**src/rtl/pwm_pkg.sv**
```systemverilog
package pwm_pkg;

    localparam int NIB_W    = 4;
    localparam int CTL_EN   = 0;
    localparam int CTL_INV  = 2;
    localparam int CTL_MODE = 3;

    localparam logic [1:0] SEL_NONE    = 2'd0;
    localparam logic [1:0] SEL_RELOAD  = 2'd1;
    localparam logic [1:0] SEL_COMPARE = 2'd2;
    localparam logic [1:0] SEL_SNAP    = 2'd3;

    typedef struct packed {
        logic en;
        logic inv;
        logic mode;   // 1 = repeating, 0 = single period
    } chan_ctrl_t;

    // Bit offset of a channel's nibble inside the shared control word.
    function automatic int nibble_offset(input int idx);
        return (idx == 0) ? 0 : (NIB_W + NIB_W * idx);
    endfunction

endpackage

```
**src/rtl/pwm_ctrl_decode.sv**
```systemverilog
module pwm_ctrl_decode
    import pwm_pkg::*;
#(
    parameter int BUS_W    = 32,
    parameter int CHAN_IDX = 0
) (
    input  logic [BUS_W-1:0] ctrl_word,
    output chan_ctrl_t       ctl
);
    localparam int OFF = nibble_offset(CHAN_IDX);

    logic [NIB_W-1:0] nib;
    logic             unused_bits;

    generate
        if (OFF + NIB_W <= BUS_W) begin : g_slice
            assign nib = ctrl_word[OFF +: NIB_W];
        end else begin : g_none
            assign nib = '0;
        end
    endgenerate

    assign unused_bits = ^ctrl_word;

    always_comb begin
        ctl.en   = nib[CTL_EN];
        ctl.inv  = nib[CTL_INV];
        ctl.mode = nib[CTL_MODE];
    end
endmodule

```
**src/rtl/pwm_cfg_regs.sv**
```systemverilog
module pwm_cfg_regs
    import pwm_pkg::*;
#(
    parameter int CNT_W = 16,
    parameter int BUS_W = 32
) (
    input  logic             clk,
    input  logic             rst_n,
    input  logic             wr_en,
    input  logic [1:0]       wr_sel,
    input  logic [BUS_W-1:0] wr_data,
    output logic [CNT_W-1:0] reload_q,
    output logic [CNT_W-1:0] compare_q
);
    typedef struct packed {
        logic [CNT_W-1:0] reload;
        logic [CNT_W-1:0] compare;
    } cfg_t;

    cfg_t             cfg_d, cfg_q;
    logic [CNT_W-1:0] sat_val;

    generate
        if (BUS_W > CNT_W) begin : g_clamp
            logic over;
            assign over    = |wr_data[BUS_W-1:CNT_W];
            assign sat_val = over ? {CNT_W{1'b1}} : wr_data[CNT_W-1:0];
        end else begin : g_pass
            assign sat_val = wr_data[CNT_W-1:0];
        end
    endgenerate

    always_comb begin
        cfg_d = cfg_q;
        if (wr_en) begin
            case (wr_sel)
                SEL_RELOAD:  cfg_d.reload  = sat_val;
                SEL_COMPARE: cfg_d.compare = sat_val;
                default:     cfg_d = cfg_q;   // snapshot target is read-only
            endcase
        end
    end

    always_ff @(posedge clk) begin
        if (!rst_n) cfg_q <= '0;
        else        cfg_q <= cfg_d;
    end

    assign reload_q  = cfg_q.reload;
    assign compare_q = cfg_q.compare;
endmodule

```
**src/rtl/pwm_counter.sv**
```systemverilog
module pwm_counter
    import pwm_pkg::*;
#(
    parameter int CNT_W = 16
) (
    input  logic             clk,
    input  logic             rst_n,
    input  logic             tick,
    input  chan_ctrl_t       ctl,
    input  logic [CNT_W-1:0] reload,
    output logic [CNT_W-1:0] cnt,
    output logic             running,
    output logic             period_end
);
    typedef struct packed {
        logic [CNT_W-1:0] cnt;
        logic             done;
        logic             pe;
    } ctr_t;

    ctr_t ctr_d, ctr_q;
    logic run;

    assign run = ctl.en && !ctr_q.done;

    always_comb begin
        ctr_d    = ctr_q;
        ctr_d.pe = 1'b0;
        if (!ctl.en) ctr_d.done = 1'b0;
        if (!run) begin
            ctr_d.cnt = reload;
        end else if (tick) begin
            if (ctr_q.cnt == '0) begin
                ctr_d.cnt = reload;
                ctr_d.pe  = 1'b1;
                if (!ctl.mode) ctr_d.done = 1'b1;
            end else begin
                ctr_d.cnt = ctr_q.cnt - 1'b1;
            end
        end
    end

    always_ff @(posedge clk) begin
        if (!rst_n) ctr_q <= '0;
        else        ctr_q <= ctr_d;
    end

    assign cnt        = ctr_q.cnt;
    assign running    = run;
    assign period_end = ctr_q.pe;
endmodule

```
**src/rtl/pwm_duty.sv**
```systemverilog
module pwm_duty #(
    parameter int CNT_W = 16
) (
    input  logic             running,
    input  logic             inv,
    input  logic [CNT_W-1:0] cnt,
    input  logic [CNT_W-1:0] reload,
    input  logic [CNT_W-1:0] compare,
    output logic             pwm_out
);
    logic active;

    always_comb begin
        if (reload == '0)            active = 1'b0;
        else if (compare >= reload)  active = 1'b1;
        else                         active = (cnt >= (reload - compare));
        pwm_out = (running && active) ^ inv;
    end
endmodule

```
**src/rtl/pwm_channel.sv**
```systemverilog
module pwm_channel
    import pwm_pkg::*;
#(
    parameter int CNT_W    = 16,
    parameter int BUS_W    = 32,
    parameter int CHAN_IDX = 0
) (
    input  logic             clk,
    input  logic             rst_n,
    input  logic             tick,
    input  logic [BUS_W-1:0] ctrl_word,
    input  logic             wr_en,
    input  logic [1:0]       wr_sel,
    input  logic [BUS_W-1:0] wr_data,
    output logic [CNT_W-1:0] reload_rd,
    output logic [CNT_W-1:0] compare_rd,
    output logic [CNT_W-1:0] cnt_snap,
    output logic             pwm_out,
    output logic             period_end
);
    chan_ctrl_t ctl;
    logic       run;

    pwm_ctrl_decode #(.BUS_W(BUS_W), .CHAN_IDX(CHAN_IDX)) u_dec (
        .ctrl_word (ctrl_word),
        .ctl       (ctl)
    );

    pwm_cfg_regs #(.CNT_W(CNT_W), .BUS_W(BUS_W)) u_cfg (
        .clk       (clk),
        .rst_n     (rst_n),
        .wr_en     (wr_en),
        .wr_sel    (wr_sel),
        .wr_data   (wr_data),
        .reload_q  (reload_rd),
        .compare_q (compare_rd)
    );

    pwm_counter #(.CNT_W(CNT_W)) u_ctr (
        .clk        (clk),
        .rst_n      (rst_n),
        .tick       (tick),
        .ctl        (ctl),
        .reload     (reload_rd),
        .cnt        (cnt_snap),
        .running    (run),
        .period_end (period_end)
    );

    pwm_duty #(.CNT_W(CNT_W)) u_duty (
        .running (run),
        .inv     (ctl.inv),
        .cnt     (cnt_snap),
        .reload  (reload_rd),
        .compare (compare_rd),
        .pwm_out (pwm_out)
    );
endmodule

```
**config.mk**
```make
export PLATFORM = sky130hd
export DESIGN_NAME = pwm_channel
export DESIGN_NICKNAME = d
export VERILOG_FILES = /design/src/rtl/pwm_pkg.sv /design/src/rtl/pwm_ctrl_decode.sv /design/src/rtl/pwm_cfg_regs.sv /design/src/rtl/pwm_counter.sv /design/src/rtl/pwm_duty.sv /design/src/rtl/pwm_channel.sv
export SDC_FILE = /design/constraint.sdc
export NUM_CORES = 1
export LEC_CHECK = 0
export BUFFER_PORTS_ARGS = -buffer_cell sky130_fd_sc_hd__buf_4
export CORE_MARGIN = 2
export CORE_UTILIZATION = 53
export CTS_BUF_LIST = sky130_fd_sc_hd__clkbuf_4 sky130_fd_sc_hd__clkbuf_8
export DETAILED_ROUTE_END_ITERATION = 12
export PLACE_DENSITY = 0.88
export SYNTH_ARGS = -nofsm -noshare
export SYNTH_HDL_FRONTEND = slang
export SYNTH_SLANG_ARGS = --single-unit
```
**constraint.sdc**
```tcl
create_clock -name clk -period 4.19 [get_ports clk]
set_input_delay 0.419 -clock clk [delete_from_list [all_inputs] [get_ports clk]]
set_output_delay 0.419 -clock clk [all_outputs]
set_load 0.05 [all_outputs]
```
After elaboration in Yosys (flattened, before gate mapping):

Cells that the tools add are included.

* output and inout bits: 50
* flip-flop bits (word level): 50
* word-level logic and storage cells: 32
* bits of input ports: 70

* equal/unequal tests: 3
* add/sub/neg operators: 2
* muxes and demuxes: 10
* bitwise gates (word level): 1
* reductions and logical operators: 9
* $lt $le $gt $ge: 2

Operators by type and width (count)
* $mux W16: 3
* $ge A16 B16 Y1: 2
* $logic_not A16 Y1: 2
* $mux W18: 1
* $reduce_or A16 Y1: 1
* $sub A16 B1 Y16 const B: 1
* $sub A16 B16 Y16: 1
* $mux W1: 4
* $mux W2: 2
* $reduce_and A2 Y1: 2
* $reduce_and A3 Y1: 1
* $eq A2 B1 Y1 const B: 1
* $eq A2 B2 Y1 const B: 1
* $logic_and A1 B1 Y1: 2
* $ne A2 B2 Y1 const B: 1
* $logic_not A1 Y1: 1
* $xor A1 B1 Y1: 1

Logic depth before layout (Yosys ltp):

Gate-level depths: netlist of the first run.

* depth in word-level cells: 6
* mapped depth: 18
* mapped depth without buffers: 18

Cells and area by module:

Synthesis of the first run repeated with hierarchy kept, for this count alone.

* cells, all modules: 504
* area total of the unflattened synthesis: 3893.7 µm²

Modules (own cells, without submodules)
* pwm_counter: instances 1, cells each 192, seq. area each 360.3 µm², area each 1387.6 µm²
* pwm_cfg_regs: instances 1, cells each 148, seq. area each 640.6 µm², area each 1298.7 µm²
* pwm_duty: instances 1, cells each 161, seq. area each 0.0 µm², area each 1184.9 µm²
* pwm_ctrl_decode: instances 1, cells each 3, seq. area each 0.0 µm², area each 22.5 µm²

Worst setup path before layout of the first run:

Ideal clock, no wire load.

* kind: register -> output
* start point: register u_cfg.cfg_q, in the netlist u_cfg.compare_q[0]
* end point: output pwm_out
* cell stages (with the launch flop): 17
* setup slack: -0.428 ns
* buffers on the path: 0
* arrival time: 4.199 ns
* cell sequence: dfxtp_1 > ha_1 > inv_1 > fa_1 > a21o_1 > a311o_1 > a21oi_1 > o21ai_0 > a21boi_0 > o21ai_0 > xnor2_1 > ha_1 > and4_1 > o311ai_0 > nand3_1 > o21ai_0 > xnor2_1

* word-level cells in the longest chain between the ends: 6
* elaborated cells between the ends (all ways): 7
* classes of those cells: add/sub (1); order compare (2); mux (2); bitwise (1); reduce/logical (1)

RTL lines
* from (decl): line pwm_cfg_regs.sv:20 `cfg_t cfg_d, cfg_q;`
* from (signal assigned): line pwm_cfg_regs.sv:46 `else cfg_q <= cfg_d;`
* $sub A16 B16 Y16: line pwm_duty.sv:16 `else active = (cnt >= (reload - compare));`
* $ge A16 B16 Y1: line pwm_duty.sv:16
* $mux W1 (*): line pwm_duty.sv:15 `else if (compare >= reload) active = 1'b1;`
* $mux W1 (*): line pwm_duty.sv:14 `if (reload == '0) active = 1'b0;`
* $logic_and A1 B1 Y1 (*): line pwm_duty.sv:17 `pwm_out = (running && active) ^ inv;`
* $xor A1 B1 Y1 (*): line pwm_duty.sv:17
* to (decl): line pwm_channel.sv:18 `output logic pwm_out,`

Mark *: on every way between the ends. The rest lies on a longest branch, timed or not.

Worst setup path after layout of the first run:

* start point: register u_cfg.cfg_q, in the netlist u_cfg.reload_q[0]
* end point: output pwm_out

* word-level cells in the longest chain between the ends: 6
* elaborated cells between the ends (all ways): 8
* classes of those cells: add/sub (1); order compare (2); mux (2); bitwise (1); reduce/logical (2)

RTL lines (line)
* $sub A16 B16 Y16: pwm_duty.sv:16
* $ge A16 B16 Y1: pwm_duty.sv:16
* $mux W1: pwm_duty.sv:15
* $mux W1 (*): pwm_duty.sv:14
* $logic_and A1 B1 Y1 (*): pwm_duty.sv:17
* $xor A1 B1 Y1 (*): pwm_duty.sv:17

Marked as above.

==> reports/metrics.yaml, run 1 <==
status:
  outcome: "complete, but fails checks"
  failed_checks: "negative setup slack"
timing:
  rsz0062_at_grt: "yes"
  report.final.hold_viol_count: 0
  finalCriticalPeriod_ns: 4.29
  finalCritPeriodShare: 1.02
  drv_slew: 0
  finalSetupTns_ns: -0.101
  worst_slew_pin_slew_ns: 1.15
  setup_viol: 1
  fin_skew_ns: 0.00555
  worst_slack_ns: -0.101
  fmax_mhz: 233
  timing.slew.headroom: 0.230
clock_tree:
  root_buffer: "clkbuf_8"
  cts_tree: "done"
  clkLatencyLatePin_ns: 0.31
  htreeDepth: 2
  ctsLongestPathBuffers: 2
  cts_made_buffers: 5
  cts.sinks: 50
  clk_transition_reported_paths_ns: 0.10
layout:
  syn2layout_area_growth_pct: 24.3
  nets: 637
  num-fill-cells: 520
  multiInputGateArea_mm2: 0.00236
  drive_gt1_frac: 0.265
  regArea_mm2: 0.00101
  diodes: 0
flow_run:
  max_cap_violations: 0
worst_setup_path:
  r2r-start: "u_ctr.cnt[6]$_SDFFE_PN0P_"
  path_class: "flip-flop to output pin"
  arrival_ns: 3.87
  critPathMaxFanout: 3
  cp_slowest_cell: "a311o_1"
  path_cells: "inv_2 -> ha_4 -> inv_2 -> fa_2 -> a21o_1 -> a311o_1 -> a21oi_2 -> o21ai_2 -> a21boi_1 -> o21ai_1 -> xnor2_1 -> ha_1 -> and4_1 -> a21oi_2 -> nand3_1 -> o21ai_1 -> buf_4 -> xnor2_2 -> buf_6"
  ff2ff_setup_slack_ns: 1.60
  cp-end-kind: "output pin"
  crit_start: "u_cfg.reload_q[0]$_SDFFE_PN0P_"
  endpoint: "pwm_out"
  reg2reg_to: "u_ctr.cnt[7]$_SDFFE_PN0P_"
  critPathLaunchType: "flip-flop"
  cp_data_required_time_ns: 3.77
  worstRegToRegCells: 7
  max_stage_delay_ns: 0.37
synthesis:
  ys_warn_count: 0
  ys_seq_area_frac: 0.277
  yosysMostFrequentCell: "nand2_1"
  syn_inst: 455
  synth_nets: 560
  synth_top_area_frac: 0.277
  ys_ff_latch: 50
  synth_cell_types: 53
  synth-main-ff-cell: "dfxtp_1"
  async_reset_ff_frac: 0
  netlist_area_mm2: 0.00361
  synth_area_leaders: "dfxtp_1, ha_1, o211a_1"
  synth_top_area_cell: "dfxtp_1"
  avgSynthCellArea_um2: 7.94
  synth_common_cells: "nand2_1, dfxtp_1, nor2_1"
  synth_edf_count: 0
pwr:
  p_leak_nw: 2.32
  power_density_mw_per_mm2: 346
  finalPower_mw: 1.55
  ir_drop_v: 0.000161
die:
  placementRows: 30
  die_w_um: 86.5
  die_h_um: 86.5
  die_area_mm2: 0.00749
  core_mm2: 0.00668
  io-pin-count: 120
  start_util: 0.540
routing:
  routed_wl_um: 9620
  postRouteAntennaNets: 0
  dr.pass1.iters: 7
  drc: 0
  avgRoutedWirePerCell_um: 15.7
  drt_iter0_drc: 201
  drt-vias-per-instance: 6.02
  vias: 3688
hold_path:
  holdPathStages: 2
  min_path_type: "input pin to flip-flop"
grt:
  grt_usage: 0.255
  overflow: 0
  antenna_found_initial: 0
  grt_max_degree: 51
  grt_pass1_wl_um: 15600
  grt_pass1_vias: 3355
placed_design:
  dpl.hpwl_um: 6980
  portBuffers: 90
  place.gp.congestion: 0.896
## cell families after synthesis
logic type,after synthesis,synth area share
XOR/XNOR,16,0.0388
buffers and inverters,63,0.0828
flip-flops,50,0.277
AND/OR/NAND/NOR,156,0.211
adder cells (fa/ha/maj),35,0.123
AO/OA/AOI/OAI,135,0.266
## layout make-up
type                    count  share of cell area
repair buffers            108               0.181
inverters                  25              0.0209
well taps                  80              0.0223
multi-input cells         342               0.526
clock buffers               5              0.0153
clock inverters             3             0.00975
flip-flops and latches     50               0.224
## worst max-delay path, delay by kind of cell (launching register included)
family,cells,cell delay [ns]
compound gates,8,1.40
fa+ha+maj,3,0.78
buf+inv,4,0.42
flops,1,0.34
simple gates,2,0.32
xor+xnor,2,0.29
## what timing repair did
item                                    CTS  global route
hold endpoints to repair                  0             0
endpoints found under the setup margin    1             1
setup buffers                             5             4
pin swaps                                15            15
hold buffers                              0             0
resized for setup                        16             2
## power breakdown
part / switching [mW] / internal [mW] / leakage, nW / total [mW]
combinational: 0.379 / 0.272 / 1.85 / 0.650
clock: 0.176 / 0.179 / 0.0585 / 0.356
sequential: 0.0445 / 0.504 / 0.412 / 0.549
## metal layers
| metal | vias to the layer above | global-route usage | part of all wire |
|---|---|---|---|
| met5 | - | 0 | 0 |
| met4 | 0 | 0.0909 | 0.023 |
| met3 | 22 | 0.0362 | 0.066 |
| met2 | 153 | 0.419 | 0.47 |
| met1 | 1731 | 0.341 | 0.44 |
| li1 | 1782 | - | - |
## registers in the layout, indices dropped and copies added (netlist names)
register          flops
u_cfg.compare_q      16
u_cfg.reload_q       16
u_ctr.cnt            16
u_ctr.ctr_q           1
u_ctr.period_end      1
## stage by stage
| stage | setup WS [ns] | instance area [um^2] | hold slack (ns) | utilization | instances |
|---|---|---|---|---|---|
| 2_1_floorplan | 0.0106 | 3620 | 0.485 | - | 455 |
| 3_3_place_gp | 0.0917 | 4260 | 0.492 | 0.638 | 596 |
| 3_5_place_dp | -0.0125 | 4260 | 0.501 | 0.638 | 596 |
| 4_1_cts | -0.0848 | 4450 | 0.341 | 0.666 | 609 |
| 5_1_grt | -0.271 | 4490 | 0.358 | 0.672 | 613 |
| 6_report | -0.101 | 4490 | 0.337 | 0.672 | 613 |
## worst min-delay path by stage
stage | startpoint | end | slack [ns]
after floorplan | u_ctr.ctr_q[1]$_SDFF_PN0_ | u_ctr.ctr_q[1]$_SDFF_PN0_ | 0.49
after global placement | u_ctr.ctr_q[1]$_SDFF_PN0_ | u_ctr.ctr_q[1]$_SDFF_PN0_ | 0.49
after detailed placement | u_cfg.compare_q[1]$_SDFFE_PN0P_ | u_cfg.compare_q[1]$_SDFFE_PN0P_ | 0.50
after CTS | ctrl_word[0] | u_ctr.ctr_q[1]$_SDFF_PN0_ | 0.34
after global routing | ctrl_word[0] | u_ctr.ctr_q[1]$_SDFF_PN0_ | 0.36
final | ctrl_word[0] | u_ctr.ctr_q[1]$_SDFF_PN0_ | 0.34
## layout by cell type, fill, tap and decap left out, types with 5 or more instances in the layout
cell,n
buf_4,107
nand2_1,53
dfxtp_1,47
nor2_1,38
a21oi_1,33
o211a_1,33
ha_1,33
inv_1,23
o21ai_0,23
nand3_1,11
nor4_1,11
nor3_1,10
xnor2_1,8
nand2b_1,7
xor2_1,7
o21a_1,5
clkbuf_8,5
(Power assumes the default switching activity.)
==> run 2, diff against run 1 <==
- ABC_AREA: default -> 1
- PLACE_DENSITY: 0.88 -> 0.87
==> reports/metrics.yaml, run 2 <==
pwr:
  power_density_mw_per_mm2: 433  # +25%
  p_leak_nw: 2.30  # -1.2%
  switching_share: 0.478  # +0.0922
  p_sw_mw: 0.941  # +57%
  clockPowerShare: 0.158  # -0.071
  seqPwrFrac: 0.302  # -0.051
  ir_drop_v: 0.000249  # +55%
  p_int_mw: 1.03  # +7.6%
  power_frac_comb: 0.540  # +0.122
worst_setup_path:
  cp_data_required_time_ns: 3.77  # about the same
  cp-end-kind: "output pin"
  critPathMaxFanout: 6  # +3
  critPathLaunchType: "flip-flop"
  arrival_ns: 3.43  # -0.44 ns
  path_class: "flip-flop to output pin"
placed_design:
  dpl.hpwl_um: 8030  # +15%
  place.gp.congestion: 0.992  # +11%
  portBuffers: 90  # unchanged
  dp.cells: 734  # +23%
hold_path:
  min_path_type: "input pin to flip-flop"
synthesis:
  synth_top_area_cell: "dfxtp_1"
  yosysMostFrequentCell: "nand2_1"
  synth_common_cells: "nand2_1, a21oi_1, inv_1"
  synth_edf_count: 0  # unchanged
  ys_ff_latch: 50  # unchanged
  synth_top_area_frac: 0.262  # -0.0157
  synth_area_leaders: "dfxtp_1, ha_1, nand2_1"
  synth-main-ff-cell: "dfxtp_1"
  async_reset_ff_frac: 0  # unchanged
  synth_nets: 683  # +22%
  netlist_area_mm2: 0.00383  # +6.0%
  synth_cell_types: 36  # -32%
  ys_warn_count: 0  # unchanged
  avgSynthCellArea_um2: 6.62  # -17%
  syn_inst: 578  # +27%
  ys_seq_area_frac: 0.262  # -0.0157
timing:
  drv_slew: 0  # unchanged
  worst_slew_pin_slew_ns: 1.15  # +0.000332 ns
  setup_viol: 0  # -1
  rsz0062_at_grt: "no"
  report.final.hold_viol_count: 0  # unchanged
  finalCritPeriodShare: 0.920  # -0.104
  fmax_mhz: 260  # +11%
  timing.slew.headroom: 0.228  # -0.00224
  fin_skew_ns: 0.00300  # -0.00255 ns
  finalSetupTns_ns: 0  # +0.101 ns
  finalCriticalPeriod_ns: 3.85  # -0.438 ns
clock_tree:
  ctsLongestPathBuffers: 2  # unchanged
  cts_made_buffers: 5  # unchanged
  post-cts-setup-buffers: 0  # -5
  htreeDepth: 2  # unchanged
  cts.sinks: 50  # unchanged
  clkLatencyLatePin_ns: 0.31  # about the same
  clk_transition_reported_paths_ns: 0.10  # about the same
  hold_buffers: 0  # unchanged
  cts_tree: "done"
  cts_resized: 0  # -16
  root_buffer: "clkbuf_8"
grt:
  grt_max_degree: 35  # -31%
  overflow: 0  # unchanged
  grt_pass1_wl_um: 17100  # +9.7%
  antenna_found_initial: 0  # unchanged
  grt_usage: 0.270  # +0.0151
  grt_pass1_vias: 3907  # +16%
layout:
  syn2layout_area_growth_pct: 18.8
  nets: 750  # +18%
  final_common_cell: "nand2_1"
  diodes: 0  # unchanged
  instances_no_fill: 742  # +21%
  layout_common_cells: "nand2_1, buf_4, a21oi_1"
  drive_gt1_frac: 0.170  # -0.0943
routing:
  avgRoutedWirePerCell_um: 14.1  # -10%
  dr.pass1.iters: 6  # -1
  postRouteAntennaNets: 0  # unchanged
  drt_iter0_drc: 305  # +52%
  drt-vias-per-instance: 5.66  # -5.8%
  vias: 4203  # +14%
  drc: 0  # unchanged
  routed_wl_um: 10500  # +8.6%
die:
  placementRows: 30  # unchanged
  die_w_um: 89.0  # +2.8%
  start_util: 0.554  # +0.0137
  die_h_um: 89.0  # +2.8%
  die_area_mm2: 0.00792  # +5.7%
  io-pin-count: 120  # unchanged
  core_mm2: 0.00691  # +3.4%
flow_run:
  max_cap_violations: 0  # unchanged
status:
  outcome: "completed"
run 2: cell types whose count changed in the layout (fill, tap and decap cells not counted), moves of 7 or more:
| cell | previous run | this run |
|---|---|---|
| a21oi_1 | 33 | 71 |
| o211a_1 | 33 | 0 |
| nand2b_1 | 7 | 0 |
| a22oi_1 | 0 | 14 |
| buf_4 | 107 | 92 |
| o21ai_0 | 23 | 41 |
| nor2_1 | 38 | 60 |
| inv_1 | 23 | 66 |
| nand2_1 | 53 | 108 |
| nand3_1 | 11 | 40 |
| nor4_1 | 11 | 4 |
run 2: per-stage QoR:
stage           util  total power [mW]  setup WS (ns)  area (um^2)  hold WS [ns]
3_3_place_gp   0.644              1.61          0.898         4450         0.490
4_1_cts        0.658              1.95          0.422         4550         0.362
3_5_place_dp   0.644              1.65          0.805         4450         0.503
6_report       0.658              1.97          0.337         4550         0.356
5_1_grt        0.658              2.11         0.0847         4550         0.358
2_1_floorplan      -              1.43          0.707         3830         0.474
run 2: critical path, cell delays in order (launching register included):
cell	delay, ns
dfxtp_1	0.46
inv_1	0.07
ha_1	0.19
inv_1	0.11
fa_1	0.23
nand3_1	0.08
nand2_1	0.15
inv_1	0.06
o21bai_1	0.30
nand3_1	0.15
nand3_1	0.12
nand2_1	0.07
ha_1	0.29
nand2_1	0.06
a21oi_1	0.04
nor2_1	0.08
o21ai_0	0.09
nor2_1	0.12
nand3_1	0.11
nand2_1	0.07
nand2_1	0.04
nand2_1	0.05
buf_4	0.19
run 2: worst paths after layout:
check | start | end | slack (ns) | depth (start not counted)
max reg2reg | u_ctr.ctr_q[1]$_SDFF_PN0_ | u_ctr.cnt[2]$_SDFFE_PN0P_ | 1.92 | 7
min | ctrl_word[0] | u_ctr.ctr_q[1]$_SDFF_PN0_ | 0.36 | 3
max | u_cfg.reload_q[0]$_SDFFE_PN0P_ | pwm_out | 0.34 | 22
min reg2reg | u_ctr.ctr_q[1]$_SDFF_PN0_ | u_ctr.ctr_q[1]$_SDFF_PN0_ | 0.52 | 2
run 2: power groups by stage:
| stage | Combinational, mW | Sequential, mW | Clock [mW] |
|---|---|---|---|
| 2_1_floorplan | 0.793 | 0.637 | 0 |
| 3_3_place_gp | 1.01 | 0.601 | 0 |
| 3_5_place_dp | 1.04 | 0.604 | 0 |
| 4_1_cts | 1.05 | 0.593 | 0.311 |
| 5_1_grt | 1.18 | 0.603 | 0.331 |
| 6_report | 1.06 | 0.595 | 0.311 |
run 2: cell type report:
cell class | instances | area, um^2
inverter | 68 | 255
clock buffer | 6 | 82.6
timing repair buffer | 92 | 691
clock inverter | 2 | 16.3
sequential | 50 | 1000
multi-input combinational | 428 | 2380
fill | 638 | 2360
tap | 96 | 120
run 2: per-layer routing:
layer | share of wire | vias to the layer above | global-route usage
li1 | - | 2057 | -
met2 | 0.46 | 218 | 0.453
met5 | 0 | - | 0
met1 | 0.43 | 1900 | 0.357
met4 | 0.024 | 0 | 0.0868
met3 | 0.083 | 28 | 0.0416
run 2: cell families (layout without fill, tap and decap cells):
group                      Yosys count  in the layout  share of synthesized area
AOI/OAI and AO/OA                  143            143                      0.205
xor gates and xnor gates            15             15                     0.0343
and+or+nand+nor                    235            235                      0.266
buffers and inverters              100            168                      0.116
DFF                                 50             50                      0.262
adders and majority gates           35             35                      0.116
==> run 3, diff against run 2 <==
- PLACE_DENSITY: 0.87 -> 0.82
- RECOVER_POWER: default -> 100
==> reports/metrics.yaml, run 3 (synthesis gave the netlist of run 2 again) <==
die:
  placementRows: 30  # unchanged
  die_h_um: 89.0  # unchanged
  start_util: 0.554  # unchanged
  io-pin-count: 120  # unchanged
  core_mm2: 0.00691  # unchanged
  die_area_mm2: 0.00792  # unchanged
  die_w_um: 89.0  # unchanged
placed_design:
  place.gp.congestion: 0.951  # -4.2%
  dpl.hpwl_um: 8170  # +1.8%
  portBuffers: 90  # unchanged
  dp_slack_ns: 0.783  # -0.0221 ns
clock_tree:
  clkLatencyLatePin_ns: 0.31  # about the same
  ctsLongestPathBuffers: 2  # unchanged
  cts_resized: 0  # unchanged
  cts.sinks: 50  # unchanged
  cts_tree: "done"
  clk_transition_reported_paths_ns: 0.10  # about the same
  htreeDepth: 2  # unchanged
  hold_buffers: 0  # unchanged
  cts_made_buffers: 5  # unchanged
  post-cts-setup-buffers: 0  # unchanged
  root_buffer: "clkbuf_8"
worst_setup_path:
  r2r-start: "u_ctr.cnt[0]$_SDFFE_PN0P_"
  cp_slowest_cell: "dfxtp_1"
  cp-end-kind: "output pin"
  reg2reg_to: "u_ctr.cnt[10]$_SDFFE_PN0P_"
  ff2ff_setup_slack_ns: 1.62  # -0.30 ns
  crit_family: "simple AND/OR/NAND/NOR gates"
  path_class: "flip-flop to output pin"
  path_cells: "inv_1 -> ha_1 -> inv_1 -> fa_1 -> nand3_1 -> nand2_1 -> inv_1 -> o21bai_1 -> nand3_1 -> nand3_1 -> nand2_1 -> ha_1 -> nand2_1 -> a21oi_1 -> nor2_1 -> o21ai_0 -> nor2_1 -> nand3_1 -> nand2_1 -> nand2_1 -> nand2_1 -> clkbuf_4"
  cp_num_buf_inv: 4  # unchanged
  arrival_ns: 3.40  # -0.03 ns
  cp_data_required_time_ns: 3.77  # about the same
  path_common_cell: "nand2_1"
  worstRegToRegCells: 8  # +1
  critPathMaxFanout: 6  # unchanged
  crit_start: "u_cfg.reload_q[0]$_SDFFE_PN0P_"
  critPathLaunchType: "flip-flop"
  max_stage_delay_ns: 0.45  # about the same
pwr:
  power_density_mw_per_mm2: 450  # +4.0%
  ir_drop_v: 0.000163  # -34%
  p_leak_nw: 2.10  # -8.5%
routing:
  dr.pass1.iters: 5  # -1
  drt-vias-per-instance: 5.63  # -0.67%
  drc: 0  # unchanged
  drt_iter0_drc: 209  # -31%
  routed_wl_um: 10500  # +0.75%
  postRouteAntennaNets: 0  # unchanged
  avgRoutedWirePerCell_um: 14.2  # +0.75%
  vias: 4175  # -0.67%
hold_path:
  min_path_type: "input pin to flip-flop"
  min_from: "ctrl_word[0]"
  min_to: "u_ctr.ctr_q[1]$_SDFF_PN0_"
  holdPathStages: 3  # unchanged
status:
  outcome: "completed"
timing:
  finalSetupTns_ns: 0  # unchanged
  report.final.hold_viol_count: 0  # unchanged
  fmax_mhz: 262  # +0.88%
  finalCriticalPeriod_ns: 3.82  # -0.0337 ns
  drv_slew: 0  # unchanged
  setup_viol: 0  # unchanged
  timing.slew.headroom: 0.217  # -0.0110
  worst_slack_ns: 0.370  # +0.0337 ns
  worst_slew_pin_slew_ns: 1.17  # +0.0165 ns
  finalCritPeriodShare: 0.912  # -0.00804
  rsz0062_at_grt: "no"
  fin_skew_ns: 0.00685  # +0.00385 ns
grt:
  grt_pass1_wl_um: 17300  # +1.2%
  grt_usage: 0.274  # +0.00441
  busiest_layer: "met2"
  use_met1: 0.373  # +0.0158
  antenna_found_initial: 0  # unchanged
  met3_usage: 0.0351  # -0.00646
  use_met2: 0.459  # +0.00678
  grt_pass1_vias: 3738  # -4.3%
  overflow: 0  # unchanged
  grt_max_degree: 35  # unchanged
layout:
  syn2layout_area_growth_pct: 14.0
  nets: 750  # unchanged
  layout_common_cells: "nand2_1, a21oi_1, inv_1"
  drive_gt1_frac: 0.0913  # -0.0789
  final_common_cell: "nand2_1"
  diodes: 0  # unchanged
flow_run:
  max_cap_violations: 0  # unchanged
==> run 3: final cells by class <==
type,count,area (um^2)
Clock inverter,1,30.0
Timing Repair Buffer,92,507
Fill cell,740,2540
Inverter,68,255
Sequential cell,50,1000
Clock buffer,7,83.8
Tap cell,96,120
Multi-Input combinational cell,428,2370
==> run 3: per-layer routing <==
metal	share of wire	up-vias
li1	-	2059
met1	0.43	1889
met2	0.46	208
met3	0.082	19
met4	0.020	0
met5	0	-
==> run 3: worst max path at each step <==
stage                     cells past startpoint  slack (ns)  endpoint
after floorplan                              18        0.71   pwm_out
after global placement                       22        0.89   pwm_out
after detailed placement                     22        0.78   pwm_out
after CTS                                    22        0.39   pwm_out
after global routing                         22        0.04   pwm_out
final                                        22        0.37   pwm_out
==> run 3: through the flow <==
step / hold slack, ns / total power, mW / area (um^2) / util / std cells
2_1_floorplan: 0.474 / 1.43 / 3830 / - / 578
3_3_place_gp: 0.493 / 1.63 / 4450 / 0.644 / 734
3_5_place_dp: 0.497 / 1.65 / 4450 / 0.644 / 734
4_1_cts: 0.355 / 2.01 / 4560 / 0.661 / 742
5_1_grt: 0.367 / 2.12 / 4360 / 0.632 / 742
6_report: 0.359 / 1.97 / 4360 / 0.632 / 742
==> run 3: tightest hold or removal path, cell delays in order <==
cell and delay [ns]:
buf_4 0.11, o21ai_0 0.06, nor2_1 0.04
==> run 3: power by group <==
part,leakage [nW],switching [mW],internal (mW)
sequential,0.409,0.0731,0.519
clock,0.0593,0.170,0.192
combinational,1.63,0.681,0.331
total,2.10,0.924,1.04
